### src/rtl/flash_guard_pkg.sv
package flash_guard_pkg;

    localparam int REG_AW = 12;
    typedef logic [REG_AW-1:0] reg_off_t;

    localparam reg_off_t DBG_OFF     = 12'h704;
    localparam reg_off_t REGION_BASE = 12'h800;
    localparam int       STRIDE      = 16;

    typedef enum logic [2:0] {
        RG_CFG  = 3'd0,
        RG_DLY1 = 3'd1,
        RG_DLY2 = 3'd2,
        RG_LIVE = 3'd3,
        RG_DEAD = 3'd4
    } rg_state_e;

    typedef enum logic [1:0] {
        ACC_READ  = 2'd0,
        ACC_WRITE = 2'd1,
        ACC_ERASE = 2'd2,
        ACC_RSVD  = 2'd3
    } acc_type_e;

endpackage

### src/rtl/fg_region.sv
module fg_region
    import flash_guard_pkg::*;
#(
    parameter int AW         = 32,
    parameter int PAGE_BYTES = 4096
) (
    input  logic          clk,
    input  logic          rst_n,
    input  logic          wr_base,
    input  logic          wr_size,
    input  logic          wr_perm,
    input  logic [AW-1:0] wdata,
    input  logic [AW-1:0] req_addr,
    input  logic          req_is_read,
    output logic [AW-1:0] base_q,
    output logic [AW-1:0] size_q,
    output logic [1:0]    perm_q,
    output logic          forbid
);
    localparam int PAGE_BITS = $clog2(PAGE_BYTES);

    logic base_done, size_done, perm_done;
    logic take_base, take_size, take_perm;
    logic all_next, cfg_ok, hit, live;
    logic [AW:0] end_x;
    rg_state_e st, st_nx;

    assign take_base = wr_base && !base_done;
    assign take_size = wr_size && !size_done && (wdata != '0);
    assign take_perm = wr_perm && !perm_done && (wdata[1:0] != 2'b00);

    always_ff @(posedge clk or negedge rst_n) begin
        if (!rst_n) begin
            base_q    <= '0;
            size_q    <= '0;
            perm_q    <= '0;
            base_done <= 1'b0;
            size_done <= 1'b0;
            perm_done <= 1'b0;
        end else begin
            if (take_base) begin
                base_q    <= wdata;
                base_done <= 1'b1;
            end
            if (take_size) begin
                size_q    <= wdata;
                size_done <= 1'b1;
            end
            if (take_perm) begin
                perm_q    <= wdata[1:0];
                perm_done <= 1'b1;
            end
        end
    end

    assign all_next = (base_done || take_base) && (size_done || take_size) &&
                      (perm_done || take_perm);
    assign cfg_ok   = (base_q[PAGE_BITS-1:0] == '0) && (size_q[PAGE_BITS-1:0] == '0) &&
                      (size_q != '0) && (perm_q != 2'b00);

    // state register
    always_ff @(posedge clk or negedge rst_n) begin
        if (!rst_n) st <= RG_CFG;
        else        st <= st_nx;
    end

    // next-state logic
    always_comb begin
        st_nx = st;
        unique case (st)
            RG_CFG:  if (all_next) st_nx = RG_DLY1;
            RG_DLY1: st_nx = RG_DLY2;
            RG_DLY2: st_nx = cfg_ok ? RG_LIVE : RG_DEAD;
            RG_LIVE: st_nx = RG_LIVE;
            RG_DEAD: st_nx = RG_DEAD;
            default: st_nx = RG_CFG;
        endcase
    end

    // outputs
    assign end_x = {1'b0, base_q} + {1'b0, size_q};
    assign hit   = (req_addr >= base_q) && ({1'b0, req_addr} < end_x);

    always_comb begin
        live   = (st == RG_LIVE);
        forbid = live && hit && (req_is_read ? perm_q[1] : perm_q[0]);
    end

    a_r2_base_frozen: assert property (@(posedge clk) disable iff (!rst_n)
        base_done |=> $stable(base_q));
    a_r2_perm_frozen: assert property (@(posedge clk) disable iff (!rst_n)
        perm_done |=> $stable(perm_q) && perm_done);
    a_r6_settle_chain: assert property (@(posedge clk) disable iff (!rst_n)
        st == RG_DLY1 |=> st == RG_DLY2);
    a_r5_live_wellformed: assert property (@(posedge clk) disable iff (!rst_n)
        st == RG_LIVE |-> size_q != '0 && base_q[PAGE_BITS-1:0] == '0);

endmodule

### src/rtl/fg_combine.sv
module fg_combine #(
    parameter int N = 8
) (
    input  logic         clk,
    input  logic         rst_n,
    input  logic [N-1:0] forbid_vec,
    input  logic         req_valid,
    input  logic         bypass,
    output logic         req_allow,
    output logic         req_deny,
    output logic         fault_pulse
);
    always_comb begin
        req_deny  = req_valid && !bypass && (|forbid_vec);
        req_allow = req_valid && !req_deny;
    end

    always_ff @(posedge clk or negedge rst_n) begin
        if (!rst_n) fault_pulse <= 1'b0;
        else        fault_pulse <= req_deny;
    end

    a_r9_fault_follows: assert property (@(posedge clk) disable iff (!rst_n)
        req_deny |=> fault_pulse);
    a_r9_fault_single: assert property (@(posedge clk) disable iff (!rst_n)
        !req_deny |=> !fault_pulse);
    a_r9_exclusive: assert property (@(posedge clk) disable iff (!rst_n)
        !(req_deny && req_allow));
    a_r10_bypass_quiet: assert property (@(posedge clk) disable iff (!rst_n)
        bypass |-> !req_deny);

endmodule

### src/rtl/flash_guard.sv
module flash_guard
    import flash_guard_pkg::*;
#(
    parameter int N_REGIONS  = 8,
    parameter int AW         = 32,
    parameter int PAGE_BYTES = 4096
) (
    input  logic              clk,
    input  logic              rst_n,
    input  logic              reg_we,
    input  logic [REG_AW-1:0] reg_addr,
    input  logic [AW-1:0]     reg_wdata,
    output logic [AW-1:0]     reg_rdata,
    input  logic              dbg_active,
    input  logic              req_valid,
    input  logic [AW-1:0]     req_addr,
    input  logic [1:0]        req_type,
    output logic              req_allow,
    output logic              req_deny,
    output logic              fault_pulse
);
    logic [AW-1:0]        base_w [N_REGIONS];
    logic [AW-1:0]        size_w [N_REGIONS];
    logic [1:0]           perm_w [N_REGIONS];
    logic [N_REGIONS-1:0] forbid_w;
    logic                 dbg_bypass_q;
    logic                 req_is_read;

    assign req_is_read = (acc_type_e'(req_type) == ACC_READ);

    always_ff @(posedge clk or negedge rst_n) begin
        if (!rst_n)                            dbg_bypass_q <= 1'b1;
        else if (reg_we && reg_addr == DBG_OFF) dbg_bypass_q <= reg_wdata[0];
    end

    for (genvar g = 0; g < N_REGIONS; g++) begin : g_region
        localparam reg_off_t OFF = reg_off_t'(int'(REGION_BASE) + STRIDE * g);
        fg_region #(.AW(AW), .PAGE_BYTES(PAGE_BYTES)) u_region (
            .clk        (clk),
            .rst_n      (rst_n),
            .wr_base    (reg_we && reg_addr == OFF),
            .wr_size    (reg_we && reg_addr == OFF + reg_off_t'(4)),
            .wr_perm    (reg_we && reg_addr == OFF + reg_off_t'(8)),
            .wdata      (reg_wdata),
            .req_addr   (req_addr),
            .req_is_read(req_is_read),
            .base_q     (base_w[g]),
            .size_q     (size_w[g]),
            .perm_q     (perm_w[g]),
            .forbid     (forbid_w[g])
        );
    end

    always_comb begin
        reg_rdata = '0;
        if (reg_addr == DBG_OFF) reg_rdata = AW'(dbg_bypass_q);
        for (int i = 0; i < N_REGIONS; i++) begin
            if (reg_addr == reg_off_t'(int'(REGION_BASE) + STRIDE * i))     reg_rdata = base_w[i];
            if (reg_addr == reg_off_t'(int'(REGION_BASE) + STRIDE * i + 4)) reg_rdata = size_w[i];
            if (reg_addr == reg_off_t'(int'(REGION_BASE) + STRIDE * i + 8)) reg_rdata = AW'(perm_w[i]);
        end
    end

    fg_combine #(.N(N_REGIONS)) u_combine (
        .clk        (clk),
        .rst_n      (rst_n),
        .forbid_vec (forbid_w),
        .req_valid  (req_valid),
        .bypass     (dbg_bypass_q && dbg_active),
        .req_allow  (req_allow),
        .req_deny   (req_deny),
        .fault_pulse(fault_pulse)
    );

    a_r1_no_deny_idle: assert property (@(posedge clk) disable iff (!rst_n)
        !req_valid |-> !req_deny);

endmodule

### config.mk
export PLATFORM = sky130hd
export DESIGN_NAME = flash_guard
export DESIGN_NICKNAME = d
export VERILOG_FILES = /design/src/rtl/flash_guard_pkg.sv /design/src/rtl/fg_region.sv /design/src/rtl/fg_combine.sv /design/src/rtl/flash_guard.sv
export SDC_FILE = /design/constraint.sdc
export NUM_CORES = 2
export LEC_CHECK = 0
export BUFFER_PORTS_ARGS = -buffer_cell sky130_fd_sc_hd__buf_2
export CORE_MARGIN = 2
export CORE_UTILIZATION = 60
export CTS_BUF_LIST = sky130_fd_sc_hd__clkbuf_8
export DETAILED_ROUTE_END_ITERATION = 7
export PLACE_DENSITY = 0.77
export SLEW_MARGIN = 0
export SYNTH_ARGS = -nofsm -noshare
export SYNTH_HDL_FRONTEND = slang
export SYNTH_SLANG_ARGS = --single-unit
### constraint.sdc
create_clock -name clk -period 13.9 [get_ports clk]
set_input_delay 2.78 -clock clk [delete_from_list [all_inputs] [get_ports clk]]
set_output_delay 2.78 -clock clk [all_outputs]
set_load 0.1 [all_outputs]
==> impl_metrics.csv <==
group,metric,value,unit
status,status,"finished with violations",
status,violations,"DRC",
yosys,synth_area,49100,um2
detailed_routing,wl_per_cell,27.9,um
clock_network,htreeDepth,3,
yosys,async_reset_ff_share,100,%
clock_network,clock_latency,0.78,ns
worst_hold_path,hp-class,"flip-flop to flip-flop",
clock_network,cts_setup_buffers,0,
finish,drive_gt1_share,11.9,%
finish,utilization,65.6,%
worst_setup_path,critPathMaxStageDelay,0.78,ns
sta,worst_clock_skew,0.0439,ns
finish,fillers,6745,
placed_design,portBuffers,117,
floorplan,dieArea,84200,um2
sta,period_share,76.3,%
power_and_ir_drop,internal_power,2830,uW
detailed_routing,drt-vias-per-instance,6.88,
clock_network,cts_buffer_depth,3,
detailed_routing,num_vias,45784,
detailed_routing,drt_iter0_drc,5405,
power_and_ir_drop,power_leakage,0.0279,uW
finish,instances_no_fill,6659,
sta,setup_viol,0,
sta,fmax,94.2,MHz
sta,layout_min_cycle_time,10.61,ns
floorplan,core_area,80800,um2
clock_network,root_buffer,"clkbuf_8",
finish,final_nets,6364,
grt,grt_max_degree,165,
worst_hold_path,hold_start,"g_region[7].u_region.st[0]",
worst_setup_path,worstPathArrival,7.83,ns
sta,tightest_slew,1.29,ns
sta,timing.setup.tns,0,ns
detailed_routing,route.detailed.drc,4,
clock_network,cts_hold_buf,0,
power_and_ir_drop,pwr-share-clk,43.2,%
clock_network,cts.sinks,578,
yosys,syn-instance-count,5438,
worst_setup_path,crit_required,11.12,ns
worst_setup_path,ff2ff_path_depth,24,
worst_setup_path,worst-setup-path-type,"flip-flop to primary output",
yosys,yosysSeqAreaShare,29.5,%
floorplan,initial_core_util,60.8,%
worst_setup_path,critPathLaunchType,"flip-flop",
worst_setup_path,worst-path-max-fanout,5,
detailed_routing,firstDrtPassIters,8,
yosys,synth_edf_count,0,
grt,grt_pass1_vias,44704,
power_and_ir_drop,p_sw_share,30.2,%
worst_setup_path,r2r_slack,7.18,ns
clock_network,clk_pin_slew,0.06,ns
floorplan,rows,104,
sta,slew_headroom,11.6,%
yosys,synth_seq_cells,578,
worst_setup_path,r2r_start,"g_region[3].u_region.size_q[0]",
sta,drv_slew,0,
yosys,synth_cell_types,87,
floorplan,fp.dieH,290,um
sta,hold_violations,0,
placed_design,dp_hpwl,142000,um
placed_design,place_ws,3.95,ns
run,max_cap_viol_count,0,
power_and_ir_drop,p_per_area,76.6,nW/um2
detailed_routing,totalWireLength,186000,um
sta,rsz0062_at_grt,"false",
floorplan,io_pins,118,
clock_network,numCtsBuffers,106,
detailed_routing,ant_nets,0,
worst_setup_path,crit_path_end_kind,"primary output",
power_and_ir_drop,power_switching,1230,uW
worst_hold_path,min_to,"g_region[7].u_region.st[2]",
power_and_ir_drop,pwr-share-comb,14.7,%
worst_setup_path,critPathSlowestCell,"a311oi_1",
grt,track_usage,43.3,%
yosys,syn_nets,6289,
grt,antenna_found_initial,9,
power_and_ir_drop,p_seq_share,42.1,%
floorplan,die_x,290,um
yosys,ys.flop_type,"dfrtp_1",
clock_network,cts.repair.resized,0,
sta,setup_ws,3.29,ns
worst_hold_path,min_delay_path_depth,1,
placed_design,dp.cells,6465,
worst_setup_path,rr_endpoint,"u_combine.fault_pulse",
yosys,syn_area_per_cell,9.03,um2
placed_design,gp_congestion,1.01,
grt,globalRoute.totalOverflow,0,
finish,syn_to_final_growth,7.96,%
grt,grt_pass1_wl,275000,um
power_and_ir_drop,vdd_drop_max,0.0842,mV
clock_network,cts_tree,"built",
yosys,ys_warn_count,0,
==> registers in the layout (all words and copies together), names as in the netlist <==
| signal | count |
|---|---|
| g_region.u_region.base_done | 8 |
| g_region.u_region.size_done | 8 |
| g_region.u_region.base_q | 256 |
| g_region.u_region.st | 24 |
| g_region.u_region.size_q | 256 |
| g_region.u_region.perm_q | 16 |
| u_combine.fault_pulse | 1 |
| dbg_bypass_q | 1 |
| g_region.u_region.perm_done | 8 |
==> worst max path at each step <==
stage / from / end / cells after the start
2_1_floorplan: req_addr[5] / req_deny / 12
3_3_place_gp: req_addr[0] / req_allow / 15
3_5_place_dp: req_addr[0] / req_allow / 15
4_1_cts: g_region[3].u_region.size_q[0] / req_deny / 25
5_1_grt: g_region[3].u_region.size_q[0] / req_deny / 25
6_report: g_region[3].u_region.size_q[0] / req_deny / 25
==> placed cells by master (no fill, tap or decap), types with 116 or more instances in the layout <==
master and instances:
clkbuf_8 138, dfrtp_1 577, a21oi_1 331, nand2_1 477, buf_2 116, mux2_2 277, o21ai_0 486, inv_1 361
ha_1 760, xor2_1 125, nor2_1 203, a21o_1 232
==> routing by layer <==
metal	global-route usage, %	share of wire (%)
met3	11.7	13
met5	0	0.020
met4	22.2	5.7
met2	63.8	42
met1	58.3	39
==> logic make-up after synthesis <==
kind of cell             synth area share, %
adder cells (fa/ha/maj)                 19.7
AO/OA/AOI/OAI                           22.3
flip-flops                              29.5
XOR/XNOR                                3.96
AND/OR/NAND/NOR                         13.3
multiplexers                            7.19
buffers and inverters                   4.10
==> critical path, delay by kind of cell (launching register included) <==
kind	cells	cell delay, ns
flip-flops	1	0.56
XOR/XNOR	1	0.18
AND/OR/NAND/NOR	3	0.33
adder cells (fa/ha/maj)	3	0.79
buffers and inverters	1	0.45
AO/OA/AOI/OAI	17	4.75
==> power by group through the flow <==
| stage | clock network [uW] | registers, uW | logic (uW) |
|---|---|---|---|
| final | 1750 | 1710 | 598 |
| after detailed placement | 0 | 1740 | 581 |
| after floorplan | 0 | 1730 | 355 |
| after global routing | 1830 | 1710 | 653 |
| after CTS | 1750 | 1710 | 583 |
| after global placement | 0 | 1740 | 569 |
==> Yosys cell counts (10+ instances only) <==
master / count / area share [%]
ha_1: 760 / 19
dfrtp_1: 577 / 29
o21ai_0: 486 / 5.0
nand2_1: 477 / 3.6
inv_1: 334 / 2.6
a21oi_1: 331 / 3.4
mux2_2: 277 / 6.4
a21o_1: 232 / 3.5
nor2_1: 223 / 1.7
clkbuf_1: 150 / 1.1
xor2_1: 125 / 2.2
nor4_1: 116 / 1.5
nand3_1: 105 / 1.1
xnor2_1: 97 / 1.7
nand2b_1: 84 / 1.1
nand4_1: 77 / 0.98
a22oi_1: 73 / 1.1
nor3_1: 70 / 0.71
a221oi_1: 63 / 1.1
o21a_1: 61 / 0.93
a211oi_1: 57 / 0.87
nor2b_1: 55 / 0.70
buf_1: 51 / 0.39
and3_1: 50 / 0.64
o21bai_1: 45 / 0.69
mux2i_1: 41 / 0.84
o211ai_1: 34 / 0.52
a222oi_1: 31 / 0.63
or3_1: 31 / 0.39
o2111ai_1: 24 / 0.43
a31oi_1: 23 / 0.29
a2111oi_0: 21 / 0.37
o22ai_1: 19 / 0.24
o31ai_1: 19 / 0.29
a211o_1: 17 / 0.30
a22o_1: 16 / 0.29
a41oi_1: 16 / 0.29
and4_1: 14 / 0.25
o31a_1: 10 / 0.18
==> per-stage QoR <==
| stage | power [uW] | cell area (um2) | hold slack (ns) |
|---|---|---|---|
| after floorplan | 2090 | 49100 | 0.422 |
| after global placement | 2310 | 50800 | 0.432 |
| after detailed placement | 2320 | 50800 | 0.443 |
| after CTS | 4050 | 53000 | 0.456 |
| after global routing | 4190 | 53000 | 0.493 |
| final | 4060 | 53000 | 0.462 |
==> final cells by class <==
class	count	area (um2)	area share, %
Clock inverter	53	314	0.592
Multi-Input combinational cell	4324	32700	61.8
Antenna cell	3	7.51	0.0142
Timing Repair Buffer	169	1010	1.91
Sequential cell	578	14500	27.3
Clock buffer	138	1900	3.58
Tap cell	1060	1330	2.50
Inverter	334	1250	2.36
(Power assumes the default switching activity.)
